### config.mk
export PLATFORM = sky130hd
export DESIGN_NAME = clk_ratio_detect
export DESIGN_NICKNAME = d
export VERILOG_FILES = /design/src/rtl/crd_pkg.sv /design/src/rtl/crd_classifier.sv /design/src/rtl/crd_datapath.sv /design/src/rtl/crd_control.sv /design/src/rtl/clk_ratio_detect.sv
export SDC_FILE = /design/constraint.sdc
export NUM_CORES = 1
export LEC_CHECK = 0
export CORE_UTILIZATION = 40
export CTS_CLUSTER_DIAMETER = 100
export DETAILED_ROUTE_END_ITERATION = 6
export DONT_BUFFER_PORTS = 1
export PLACE_DENSITY_LB_ADDON = 0.12
export SLEW_MARGIN = 15
export SYNTH_ARGS = -nofsm -noshare
export SYNTH_HDL_FRONTEND = slang
export SYNTH_SLANG_ARGS = --single-unit
export TNS_END_PERCENT = 30
### constraint.sdc
create_clock -name clk -period 7.67 [get_ports clk]
set_clock_uncertainty 0.1 [all_clocks]
set_input_delay 0.767 -clock clk [delete_from_list [all_inputs] [get_ports clk]]
set_output_delay 0.767 -clock clk [all_outputs]
set_load 0.01 [all_outputs]
### src/rtl/crd_pkg.sv
package crd_pkg;

  localparam int NUM_RATIOS = 6;
  localparam logic [2:0] CODE_INVALID = 3'd7;
  // first ratio index that is not allowed in the top sample-rate band
  localparam int TOP_RATE_LIMIT = 4;

  // ratio = base * multiplier, base 64 gives 128..768
  function automatic int ratioMult(input int idx);
    case (idx)
      0: return 2;
      1: return 3;
      2: return 4;
      3: return 6;
      4: return 8;
      default: return 12;
    endcase
  endfunction

  typedef struct packed {
    logic initRun;     // advance the initialization counter
    logic phaseAlign;  // restart reference phase at this edge
  } ctrl_strobe_t;

  typedef struct packed {
    logic       wcRise;
    logic       initDone;
    logic       measValid;
    logic [2:0] measCode;
    logic       inWindow;
    logic       timeout;
  } dp_status_t;

endpackage

### src/rtl/crd_classifier.sv
module crd_classifier
  import crd_pkg::*;
#(
  parameter int BASE_RATIO = 64,
  parameter int MATCH_TOL  = 2,
  parameter int CNT_W      = 11
) (
  input  logic [CNT_W-1:0] count,
  input  logic             topRate,
  output logic [2:0]       code,
  output logic             valid
);

  logic [31:0] cntWide;
  logic [NUM_RATIOS-1:0] hit;

  assign cntWide = {{(32-CNT_W){1'b0}}, count};

  for (genvar gi = 0; gi < NUM_RATIOS; gi++) begin : g_win
    localparam int RVAL = BASE_RATIO * ratioMult(gi);
    localparam logic [31:0] LO = 32'(RVAL - MATCH_TOL);
    localparam logic [31:0] HI = 32'(RVAL + MATCH_TOL);
    assign hit[gi] = (cntWide >= LO) && (cntWide <= HI);
  end

  always_comb begin
    code  = CODE_INVALID;
    valid = 1'b0;
    for (int i = 0; i < NUM_RATIOS; i++) begin
      if (hit[i] && !(topRate && (i >= TOP_RATE_LIMIT))) begin
        code  = 3'(i);
        valid = 1'b1;
      end
    end
  end

endmodule

### src/rtl/crd_datapath.sv
module crd_datapath
  import crd_pkg::*;
#(
  parameter int BASE_RATIO    = 64,
  parameter int INIT_CYCLES   = 1024,
  parameter int MATCH_TOL     = 2,
  parameter int DRIFT_BCK     = 6,
  parameter int BCK_PER_FRAME = 64,
  parameter int CNT_W         = 11,
  parameter int INIT_W        = 10
) (
  input  logic         clk,
  input  logic         rstN,
  input  logic         wordClk,
  input  logic         topRate,
  input  logic [2:0]   lockCode,
  input  ctrl_strobe_t strobe,
  output dp_status_t   status
);

  logic              wcPrev;
  logic              wcRise;
  logic [CNT_W-1:0]  sinceEdge;
  logic [CNT_W-1:0]  refPhase;
  logic [INIT_W-1:0] initCnt;
  logic [CNT_W-1:0]  lockRatio;
  logic [CNT_W-1:0]  lockTol;
  logic [2:0]        measCode;
  logic              measValid;

  assign wcRise = wordClk & ~wcPrev;

  always_comb begin
    lockRatio = CNT_W'(BASE_RATIO * ratioMult(int'(lockCode)));
    lockTol   = CNT_W'((DRIFT_BCK * BASE_RATIO * ratioMult(int'(lockCode))) / BCK_PER_FRAME);
  end

  always_ff @(posedge clk or negedge rstN) begin
    if (!rstN) begin
      wcPrev    <= 1'b0;
      sinceEdge <= '0;
      refPhase  <= '0;
      initCnt   <= '0;
    end else begin
      wcPrev <= wordClk;

      if (strobe.initRun) initCnt <= initCnt + 1'b1;
      else                initCnt <= '0;

      if (wcRise)                 sinceEdge <= CNT_W'(1);
      else if (sinceEdge != '1)   sinceEdge <= sinceEdge + 1'b1;

      if (strobe.phaseAlign)          refPhase <= CNT_W'(1);
      else if (refPhase >= lockRatio) refPhase <= CNT_W'(1);
      else                            refPhase <= refPhase + 1'b1;
    end
  end

  crd_classifier #(
    .BASE_RATIO(BASE_RATIO),
    .MATCH_TOL (MATCH_TOL),
    .CNT_W     (CNT_W)
  ) u_class (
    .count  (sinceEdge),
    .topRate(topRate),
    .code   (measCode),
    .valid  (measValid)
  );

  always_comb begin
    status.wcRise    = wcRise;
    status.initDone  = (initCnt == INIT_W'(INIT_CYCLES - 1));
    status.measValid = measValid;
    status.measCode  = measCode;
    // edge close to the expected wrap, early or late
    status.inWindow  = ((refPhase + lockTol) >= lockRatio) || (refPhase <= lockTol);
    status.timeout   = sinceEdge > (lockRatio + lockTol);
  end

endmodule

### src/rtl/crd_control.sv
module crd_control
  import crd_pkg::*;
(
  input  logic         clk,
  input  logic         rstN,
  input  logic         powerGood,
  input  logic         topRate,
  input  dp_status_t   status,
  output ctrl_strobe_t strobe,
  output logic [2:0]   ratioCode,
  output logic         locked,
  output logic         intRstN,
  output logic         forceMid
);

  typedef enum logic [1:0] {ST_INIT, ST_ACQ, ST_LOCK} state_e;

  state_e     stateQ;
  logic       haveRef;
  logic       candValid;
  logic [2:0] cand;
  logic [2:0] codeQ;
  logic       lockNow;
  logic       dropLock;

  assign lockNow = (stateQ == ST_ACQ) && status.wcRise && haveRef &&
                   status.measValid && candValid && (cand == status.measCode);

  assign dropLock = (stateQ == ST_LOCK) &&
                    ((status.wcRise && !status.inWindow) || status.timeout ||
                     (topRate && (codeQ >= 3'(TOP_RATE_LIMIT))));

  always_comb begin
    strobe.initRun    = (stateQ == ST_INIT) && powerGood;
    strobe.phaseAlign = lockNow;
  end

  always_ff @(posedge clk or negedge rstN) begin
    if (!rstN) begin
      stateQ    <= ST_INIT;
      haveRef   <= 1'b0;
      candValid <= 1'b0;
      cand      <= '0;
      codeQ     <= CODE_INVALID;
    end else if (!powerGood) begin
      stateQ    <= ST_INIT;
      haveRef   <= 1'b0;
      candValid <= 1'b0;
      codeQ     <= CODE_INVALID;
    end else begin
      case (stateQ)
        ST_INIT: begin
          if (status.initDone) stateQ <= ST_ACQ;
        end
        ST_ACQ: begin
          if (status.wcRise) begin
            haveRef <= 1'b1;
            if (haveRef) begin
              if (lockNow) begin
                stateQ    <= ST_LOCK;
                codeQ     <= status.measCode;
                candValid <= 1'b0;
              end else if (status.measValid) begin
                cand      <= status.measCode;
                candValid <= 1'b1;
              end else begin
                candValid <= 1'b0;
              end
            end
          end
        end
        ST_LOCK: begin
          if (dropLock) begin
            stateQ  <= ST_ACQ;
            haveRef <= 1'b0;
            codeQ   <= CODE_INVALID;
          end
        end
        default: stateQ <= ST_INIT;
      endcase
    end
  end

  always_comb begin
    ratioCode = codeQ;
    locked    = (stateQ == ST_LOCK);
    intRstN   = (stateQ != ST_INIT);
    forceMid  = (stateQ != ST_LOCK);
  end

endmodule

### src/rtl/clk_ratio_detect.sv
module clk_ratio_detect
  import crd_pkg::*;
#(
  parameter int BASE_RATIO    = 64,
  parameter int INIT_CYCLES   = 1024,
  parameter int MATCH_TOL     = 2,
  parameter int DRIFT_BCK     = 6,
  parameter int BCK_PER_FRAME = 64
) (
  input  logic       clk,
  input  logic       rstN,
  input  logic       powerGood,
  input  logic       topRate,
  input  logic       wordClk,
  output logic [2:0] ratioCode,
  output logic       locked,
  output logic       intRstN,
  output logic       forceMid
);

  localparam int MAX_RATIO = BASE_RATIO * ratioMult(NUM_RATIOS - 1);
  localparam int CNT_W     = $clog2(2 * MAX_RATIO + 1);
  localparam int INIT_W    = $clog2(INIT_CYCLES);

  ctrl_strobe_t strobe;
  dp_status_t   status;

  crd_datapath #(
    .BASE_RATIO   (BASE_RATIO),
    .INIT_CYCLES  (INIT_CYCLES),
    .MATCH_TOL    (MATCH_TOL),
    .DRIFT_BCK    (DRIFT_BCK),
    .BCK_PER_FRAME(BCK_PER_FRAME),
    .CNT_W        (CNT_W),
    .INIT_W       (INIT_W)
  ) u_dp (
    .clk     (clk),
    .rstN    (rstN),
    .wordClk (wordClk),
    .topRate (topRate),
    .lockCode(ratioCode),
    .strobe  (strobe),
    .status  (status)
  );

  crd_control u_ctl (
    .clk      (clk),
    .rstN     (rstN),
    .powerGood(powerGood),
    .topRate  (topRate),
    .status   (status),
    .strobe   (strobe),
    .ratioCode(ratioCode),
    .locked   (locked),
    .intRstN  (intRstN),
    .forceMid (forceMid)
  );

endmodule

[After elaboration in Yosys (flattened, before gate mapping)]
Index checks and enable logic that the tools add are counted.
Word-level totals
  logic and storage cells: 126
  bits in registers: 43
  input port bits: 5
Cells by class
  bitwise gates (word level): 3
  order comparisons: 17
  add/subtract/negate cells: 5
  muxes and demuxes: 41
  multipliers: 1
  equality and inequality tests: 19
  reductions and logical operators: 31
Operator list (number)
  $mux W11: 4
  $mux W3: 11
  $add A11 B1 Y11 const B: 2
  $ge A11 B10 Y1: 2
  $ge A11 B8 Y1 const B: 2
  $ge A11 B9 Y1 const B: 2
  $le A11 B10 Y1 const B: 2
  $le A11 B8 Y1 const B: 2
  $le A11 B9 Y1 const B: 2
  $pmux W4 S5: 1
  $logic_and A1 B1 Y1: 17
  $mux W1: 15
  $mux W2: 6
  $add A10 B11 Y11: 1
  $add A11 B11 Y11: 1
  $ge A11 B10 Y1 const B: 1
  $ge A11 B7 Y1 const B: 1
  $gt A11 B11 Y1: 1
  $le A11 B11 Y1: 1
  $ne A11 B11 Y1 const B: 1
  $add A10 B1 Y10 const B: 1
  $eq A10 B10 Y1 const B: 1
  $mux W10: 1
  $reduce_and A5 Y1: 2
  other kinds (25): 37

[Depth between registers and ports, before layout]
Gate-level depths: netlist of the first run.
  depth after elaboration: 16
  depth in mapped cells: 20
  depth with buffers taken out: 20

[By module]
Synthesis of the first run repeated with hierarchy kept, for this count alone.
Second synthesis, totals
  cells, all modules: 396
  area, all modules: 3524.6 µm²
Modules (own cells, without submodules)
  crd_datapath: instances 1, area an instance 2687.6 µm², seq. area each 825.8 µm², cells each 303
  crd_control: instances 1, area an instance 575.6 µm², seq. area each 254.0 µm², cells each 59
  crd_classifier: instances 1, area an instance 261.5 µm², seq. area each 0.0 µm², cells each 34

[Worst setup path before layout of the first run]
OpenSTA, ideal clock, no wires.
  path type: register -> register
  start point: register u_ctl.codeQ[0], in the netlist u_ctl.ratioCode[0]
  end point: register u_ctl.codeQ[1], in the netlist u_ctl.ratioCode[1]
  data arrival time: 4.059 ns
  cell stages (with the launch flop): 20
  setup time: 0.085 ns
  slack: 3.426 ns
  path buffers: 0
  cells stage by stage: dfstp_2 > inv_1 > nor3_1 > ha_1 > ha_1 > nor2_1 > xnor2_1 > ha_1 > o21ai_0 > a21oi_1 > o21ai_0 > a21oi_1 > xor2_1 > ha_1 > nand4b_1 > a21oi_1 > o221a_2 > a41oi_1 > a21oi_4 > mux2_1
Between the ends
  longest elaborated chain between the ends: 13
Ends and longest elaborated chain
  start, declared: RTL line crd_control.sv:22  | logic [2:0] codeQ;
  start signal, assigned: RTL line crd_control.sv:61  | codeQ <= status.measCode;
  $eq A3 B3 Y1, or another cell as far along: RTL line crd_pkg.sv:10  | case (idx)
  $pmux W4 S5: RTL line crd_pkg.sv:10
  $mul A2 B4 Y6: RTL line crd_datapath.sv:35  | lockTol = CNT_W'((DRIFT_BCK * BASE_RATIO * ratioMult(int'(lockCode))) / BCK_PER_FRAME);
  $add A11 B11 Y11: RTL line crd_datapath.sv:76  | status.inWindow = ((refPhase + lockTol) >= lockRatio) || (refPhase <= lockTol);
  $ge A11 B10 Y1: RTL line crd_datapath.sv:76
  $logic_or A1 B1 Y1: RTL line crd_datapath.sv:76
  $logic_not A1 Y1: RTL line crd_control.sv:30  | ((status.wcRise && !status.inWindow) || status.timeout ||
  $logic_and A1 B1 Y1: RTL line crd_control.sv:30
  $logic_or A1 B1 Y1: RTL line crd_control.sv:30
  $logic_or A1 B1 Y1 (*): RTL line crd_control.sv:30
  $logic_and A1 B1 Y1 (*): RTL line crd_control.sv:29  | assign dropLock = (stateQ == ST_LOCK) &&
  $ne A3 B2 Y1 (no source line) (*)
  $reduce_and A5 Y1 (no source line) (*)
Mark *: on every way between the ends. The rest lies on a longest branch, timed or not.
A chain may end at the register's enable or synchronous reset.

[Worst setup path in the final report of the first run]
  start point: register u_ctl.codeQ[2], in the netlist u_ctl.ratioCode[2]
  end point: register u_ctl.codeQ[1], in the netlist u_ctl.ratioCode[1]
The elaborated chain is that of the path after synthesis.

==> impl_results.md, run 1 <==
- Worst Path Required: 7.81 ns
- Vias in the first global route: 2647
- CP Buf/Inv Count: 1
- Share of layout cells above drive strength 1: 6.824%
- Syn Nets: 420
- Final hold vios: 0
- Tmin final: 4.574 ns
- Post-synth EDFFs: 0
- R2R depth: 17
- Crit end category: register
- Seq cells post-synth: 43
- CTS Root Cell: clkbuf_8
- Post-CTS Setup Inserts: 0
- Max H-tree Level: 2
- R2r setup slk: 3.10 ns
- Num CTS Buffers: 5
- Worst setup path class: reg -> reg
- Ys Warns: 0
- Post-synth top cells: nor2_1, dfrtp_1, ha_1
- Fillers: 813
- Hold Crit Class: in -> async
- CTS tree: yes
- Yosys cell types: 56
- Leak: 1.598 nW
- Mapped Area: 0.003289 mm^2
- Initial DRC Count: 111
- Final setup viols: 0
- Core Footprint: 0.007848 mm^2
- Ordered list of cells on the worst path: a21o_1, inv_1, ha_1, ha_1, nor2_1, xnor2_1, ha_1, o211ai_1, a21oi_1, xnor2_1, ha_1, nand3_1, o41ai_1, o2111ai_1, a41oi_1, a21oi_4, mux2_1
- IO Pins: 11
- Maximum vdd drop: 0.09124 mV
- Worst-path clk slew: 0.09 ns
- Worst EP arrival: 4.71 ns
- Drt pass-1 iters: 4
- Post-Layout Cell Count: 483
- Avg Synthesized Cell Area: 8.725 um^2
- Slowest CP cell: dfstp_2
- Worst path top cell family by delay: compound AO/OA/AOI/OAI gates
- Crit-path max cell delay: 0.73 ns
- Synth async-reset ratio: 100.0%
- Routed len/inst: 15.39 um
- Max-cap violations: 0
- Fmax achieved: 218.6 MHz
- Sink Count: 43
- Post-Synthesis Cells: 377
- Total routed wirelength: 7433 um
- P&R area growth vs syn: 7.341%
- PortBufs: 0
- Worst-path maximum fanout: 16
- Via Count: 2708
- Met1 global-route usage: 25.32%
- Die span in y: 92.69 um
- Largest net degree at the start of global routing: 44
- Die W: 92.69 um
- Pwr/cell area: 205.4 mW/mm^2
- Placer Congestion: 0.8254
- Startpoint types: register
- Tightest Pin Transition: 0.5993 ns
- HPWL Detailed: 5522 um
- Synth area leader: dfrtp_1
- Max Transition Viols Final: 0
- GRT Max-Usage Layer: met2
- Post-place setup slack: 3.186 ns
- CTS Hold Buffers Added: 0
- Status: completed
- Vias per cell: 5.607
- RSZ-0062 raised after global routing: false
- Placed cell count: 475
- DR DRC count: 0
- Predominant post-synthesis flop cell: dfrtp_1
- Grt ovf: 0
- Max Root-Sink Buffers: 2
- Register area share after synthesis: 32.83%
- Post-route ant nets: 0
- GR Layer Usage met2: 31.79%
- CP dominant cell by count: ha_1
- Worst flop-to-flop path startpoint: u_ctl.ratioCode[2]$_DFFE_PN1P_
- Post-CTS sizing: 0
- Slew headroom: 59.74%
- Initial antenna violation count: 0
- Nets@finish: 423
- First-pass GRT wire length: 12970 um
- Count leader, synth: nor2_1
- Met3 usage: 3.120%
- R2R Path End: u_ctl.ratioCode[1]$_DFFE_PN1P_
- Final Cycle Share: 59.64%
- TNS Setup: 0 ns
- Final WS setup: 3.096 ns
- Die ar.: 0.008591 mm^2
- Area fraction of the dominant cell type after synthesis: 30.43%
- Initial core utilization: 41.92%
- Site Rows: 32
- Ant. Diodes: 0
- Overall Global Routing Usage: 19.02%
- Synth area leaders: dfrtp_1, ha_1, nor2_1, xor2_1, xnor2_1
- Clock latency on the worst-skew pair: 0.30 ns
[area by class of cell]
type	instances	area (um^2)	area share [%]
clock inverter	2	38.79	1.099
clock buffer	6	82.58	2.339
inverter	30	112.6	3.189
sequential	43	1080	30.58
timing repair buffer	2	15.01	0.4252
tap	102	127.6	3.614
multi-input combinational	298	2074	58.75
[layer usage]
metal | up-vias | routed length (um)
met5 | - | 0
met4 | 0 | 91
met3 | 5 | 241
met2 | 38 | 3472
met1 | 1325 | 3628
li1 | 1340 | -
[power breakdown]
group / internal (mW) / total, mW / switching [mW]
clock network: 0.107 / 0.196 / 0.0888
registers: 0.253 / 0.304 / 0.0510
logic: 0.104 / 0.225 / 0.120
total: 0.465 / 0.725 / 0.260
[sequential cells by signal, indices dropped and copies added (netlist names), 2 cells and up]
register         flops
u_ctl.ratioCode      3
u_dp.refPhase       11
u_dp.sinceEdge      11
u_dp.initCnt        10
u_ctl.stateQ         2
u_ctl.cand           3
[cell families (layout without fill, tap and decap cells)]
kind of cell             after synthesis  after routing  synth area share [%]
AND/OR/NAND/NOR                      154            154                 23.51
AO/OA/AOI/OAI                         69             69                 14.53
flip-flops                            43             43                 32.83
adder cells (fa/ha/maj)               38             38                 14.68
buffers and inverters                 36             40                 4.108
XOR/XNOR                              29             29                 7.721
multiplexers                           8              8                 2.624
[how the worst max path moves through the flow]
stage                                   startpoint                        endpoint  slack [ns]  depth (start not counted)
finish              u_ctl.ratioCode[2]$_DFFE_PN1P_  u_ctl.ratioCode[1]$_DFFE_PN1P_        3.10                         17
global route        u_ctl.ratioCode[0]$_DFFE_PN1P_  u_ctl.ratioCode[1]$_DFFE_PN1P_        2.68                         18
CTS                 u_ctl.ratioCode[2]$_DFFE_PN1P_  u_ctl.ratioCode[1]$_DFFE_PN1P_        3.11                         17
detailed placement  u_ctl.ratioCode[2]$_DFFE_PN1P_  u_ctl.ratioCode[1]$_DFFE_PN1P_        3.19                         17
global placement    u_ctl.ratioCode[2]$_DFFE_PN1P_  u_ctl.ratioCode[2]$_DFFE_PN1P_        3.31                         17
floorplan           u_ctl.ratioCode[0]$_DFFE_PN1P_  u_ctl.ratioCode[1]$_DFFE_PN1P_        3.43                         19
[through the flow]
step / total power [mW] / area [um^2] / util [%] / hold WS, ns
3_3_place_gp: 0.5343 / 3410 / 43.45 / 0.3562
3_5_place_dp: 0.5313 / 3410 / 43.45 / 0.3632
4_1_cts: 0.7344 / 3531 / 44.99 / 0.02649
6_report: 0.7251 / 3531 / 44.99 / 0.04354
5_1_grt: 0.7803 / 3531 / 44.99 / 0.01868
2_1_floorplan: 0.4752 / 3289 / - / 0.3329
[placed cells by master (no fill, tap or decap), types with 6 or more instances in the layout]
cell / n
nand4_1: 8
clkbuf_8: 6
nand2_1: 25
nand2b_1: 8
inv_1: 30
xor2_1: 16
nand3_1: 17
dfrtp_1: 40
nor2_1: 48
or3_1: 7
xnor2_1: 13
ha_1: 37
nor2b_1: 6
o21ai_0: 16
a21oi_1: 19
and3_1: 6
nor3_1: 12
(Power assumes the default switching activity.)
==> run 2: changes to the inputs <==
==> constraint.sdc (replaced) <==
create_clock -name clk -period 4.8 [get_ports clk]
set_clock_uncertainty 0.1 [all_clocks]
set_input_delay 0.48 -clock clk [delete_from_list [all_inputs] [get_ports clk]]
set_output_delay 0.48 -clock clk [all_outputs]
set_load 0.01 [all_outputs]
==> run 2 against run 1 <==
Net effect: sequential share of layout area shrank 0.27 points; non-clock buffer count grew 4; worst setup slack lost 2.7 ns; count of clock-buffer cells in the layout shrank 1; critical path type unchanged; critical endpoint unchanged; largest cell class unchanged; largest power group unchanged.
==> impl_results.md, run 2 (same netlist as run 1, synthesis figures left out) <==
- Grt ovf: 0
- Min-delay src: wordClk
- Worst setup path class: reg -> reg
- Overall Power: 1.097 mW
- Die span in y: 92.69 um
- Nets@finish: 427
- PortBufs: 0
- Final WS setup: 0.4073 ns
- Tmin final: 4.393 ns
- TNS Setup: 0 ns
- GR Layer Usage met2: 31.05%
- Sink Count: 43
- Crit end category: register
- Drt pass-1 iters: 4
- Routed len/inst: 15.40 um
- R2R depth: 19
- Clock latency on the worst-skew pair: 0.30 ns
- Vias per cell: 5.526
- Post-route ant nets: 0
- Post-place setup slack: 0.4140 ns
- Core Footprint: 0.007848 mm^2
- P&R area growth vs syn: 8.292%
- Max H-tree Level: 2
- GRT Max-Usage Layer: met2
- Max Transition Viols Final: 0
- Share of layout cells above drive strength 1: 7.792%
- Met3 usage: 3.120%
- Num CTS Buffers: 5
- Overall Global Routing Usage: 19.04%
- Max-cap violations: 0
- Worst-path clk slew: 0.09 ns
- Max Root-Sink Buffers: 2
- Placed cell areas: 0.003425 mm^2
- Worst flop-to-flop path startpoint: u_ctl.ratioCode[1]$_DFFE_PN1P_
- Final setup viols: 0
- Die W: 92.69 um
- Via Count: 2691
- Hold Crit Class: in -> reg
- First-pass GRT wire length: 13030 um
- Ant. Diodes: 0
- Clock share of power: 22.4%
- Met1 global-route usage: 26.14%
- Worst Path Required: 4.94 ns
- R2R Path End: u_ctl.ratioCode[1]$_DFFE_PN1P_
- CTS tree: yes
- Total routed wirelength: 7499 um
- Comb power frac: 33.2%
- Psw: 419.7 uW
- WHS: 0.1000 ns
- Commonest non-fill, non-tap cell in the layout: nor2_1
- IO Pins: 11
- Initial DRC Count: 134
- Worst Setup EP: u_ctl.ratioCode[1]$_DFFE_PN1P_
- R2r setup slk: 0.41 ns
- Tightest Pin Transition: 0.5773 ns
- Pwr/cell area: 308.1 mW/mm^2
- Register share of total power: 44.4%
- Vias in the first global route: 2685
- Final hold vios: 0
- Fmax achieved: 227.6 MHz
- Maximum vdd drop: 0.1567 mV
- Most frequent cells in the layout: nor2_1, dfrtp_1, ha_1
- HPWL Detailed: 5606 um
- Design area: 0.003562 mm^2
- Worst EP arrival: 4.53 ns
- Final Cycle Share: 91.52%
- CTS Root Cell: clkbuf_8
- Registers with the most flip-flops: u_dp.refPhase x11, u_dp.sinceEdge x11, u_dp.initCnt x10
- Initial antenna violation count: 0
- Startpoint types: register
- Worst setup path startpoint: u_ctl.ratioCode[1]$_DFFE_PN1P_
- Status: completed
- Internal Power: 677.7 uW
- Slew headroom: 61.25%
- Worst-path maximum fanout: 8
- DR DRC count: 0
- Die ar.: 0.008591 mm^2
- Placer Congestion: 0.9008
- RSZ-0062 raised after global routing: false
- Initial core utilization: 41.92%
- Site Rows: 32
- Largest net degree at the start of global routing: 44
- Net Sw Frac: 38.25%
- Leak: 1.604 nW
==> run 2: cell types whose count changed in the layout (fill, tap and decap cells not counted) <==
cell / change
clkinvlp_4: +2
a41oi_2: +1
dlygate4sd3_1: +1
clkbuf_8: -1
a41oi_1: -1
buf_16: +1
buf_4: +2
bufinv_16: -1
==> run 2: power groups by stage <==
stage	Sequential (mW)	Clock, mW	Combinational (mW)
3_5_place_dp	0.494	0	0.350
5_1_grt	0.497	0.268	0.421
3_3_place_gp	0.495	0	0.353
2_1_floorplan	0.470	0	0.290
6_report	0.487	0.246	0.365
4_1_cts	0.487	0.256	0.364
==> run 2: per-layer routing <==
| layer | up-vias | share of wire, % |
|---|---|---|
| li1 | 1353 | - |
| met1 | 1291 | 50 |
| met2 | 38 | 46 |
| met3 | 9 | 2.9 |
| met4 | 0 | 1.2 |
| met5 | - | 0 |
==> run 2: timing repair <==
| item | 4_1_cts | 5_1_grt |
|---|---|---|
| endpoints found under the hold margin | 43 | 0 |
| hold buffers | 2 | 0 |
| buffers inserted | 0 | 0 |
| gates resized for setup | 0 | 1 |
| endpoints found under the setup margin | 0 | 2 |
==> run 2: through the flow <==
step / std cells / utilization [%]
final: 487 / 45.39
after global routing: 487 / 45.39
after CTS: 487 / 45.30
after detailed placement: 477 / 43.64
after global placement: 477 / 43.64
after floorplan: 377 / -
==> run 2: critical path, cell delays in order, from the launching register on <==
cell and delay [ns]:
dfstp_2 0.65, a21o_1 0.21, inv_1 0.08, ha_1 0.23, ha_1 0.21, nor2_1 0.13, xnor2_1 0.10, ha_1 0.38
o21ai_0 0.11, a21oi_1 0.22, o21ai_0 0.13, a21oi_1 0.20, xor2_1 0.09, ha_1 0.18, nand4b_1 0.18, a21oi_1 0.14
o221a_2 0.20, a41oi_2 0.22, a21oi_4 0.22, mux2_1 0.34
==> run 2: how the worst min path moves through the flow <==
stage | end | cells past startpoint
CTS | u_dp.wcPrev$_DFF_PN0_ | 0
finish | u_dp.wcPrev$_DFF_PN0_ | 0
global placement | u_dp.initCnt[5]$_DFF_PN0_ | 0
detailed placement | u_dp.initCnt[7]$_DFF_PN0_ | 0
global route | u_dp.wcPrev$_DFF_PN0_ | 0
floorplan | u_ctl.candValid$_DFFE_PN0P_ | 0
==> run 2: area by class of cell <==
cell class / count / area [um^2]
fillers: 782 / 4285
multi-input cells: 298 / 2082
flip-flops and latches: 43 / 1080
well taps: 102 / 127.6
inverters: 30 / 112.6
clock buffers: 5 / 68.82
repair buffers: 6 / 67.56
clock inverters: 3 / 23.77
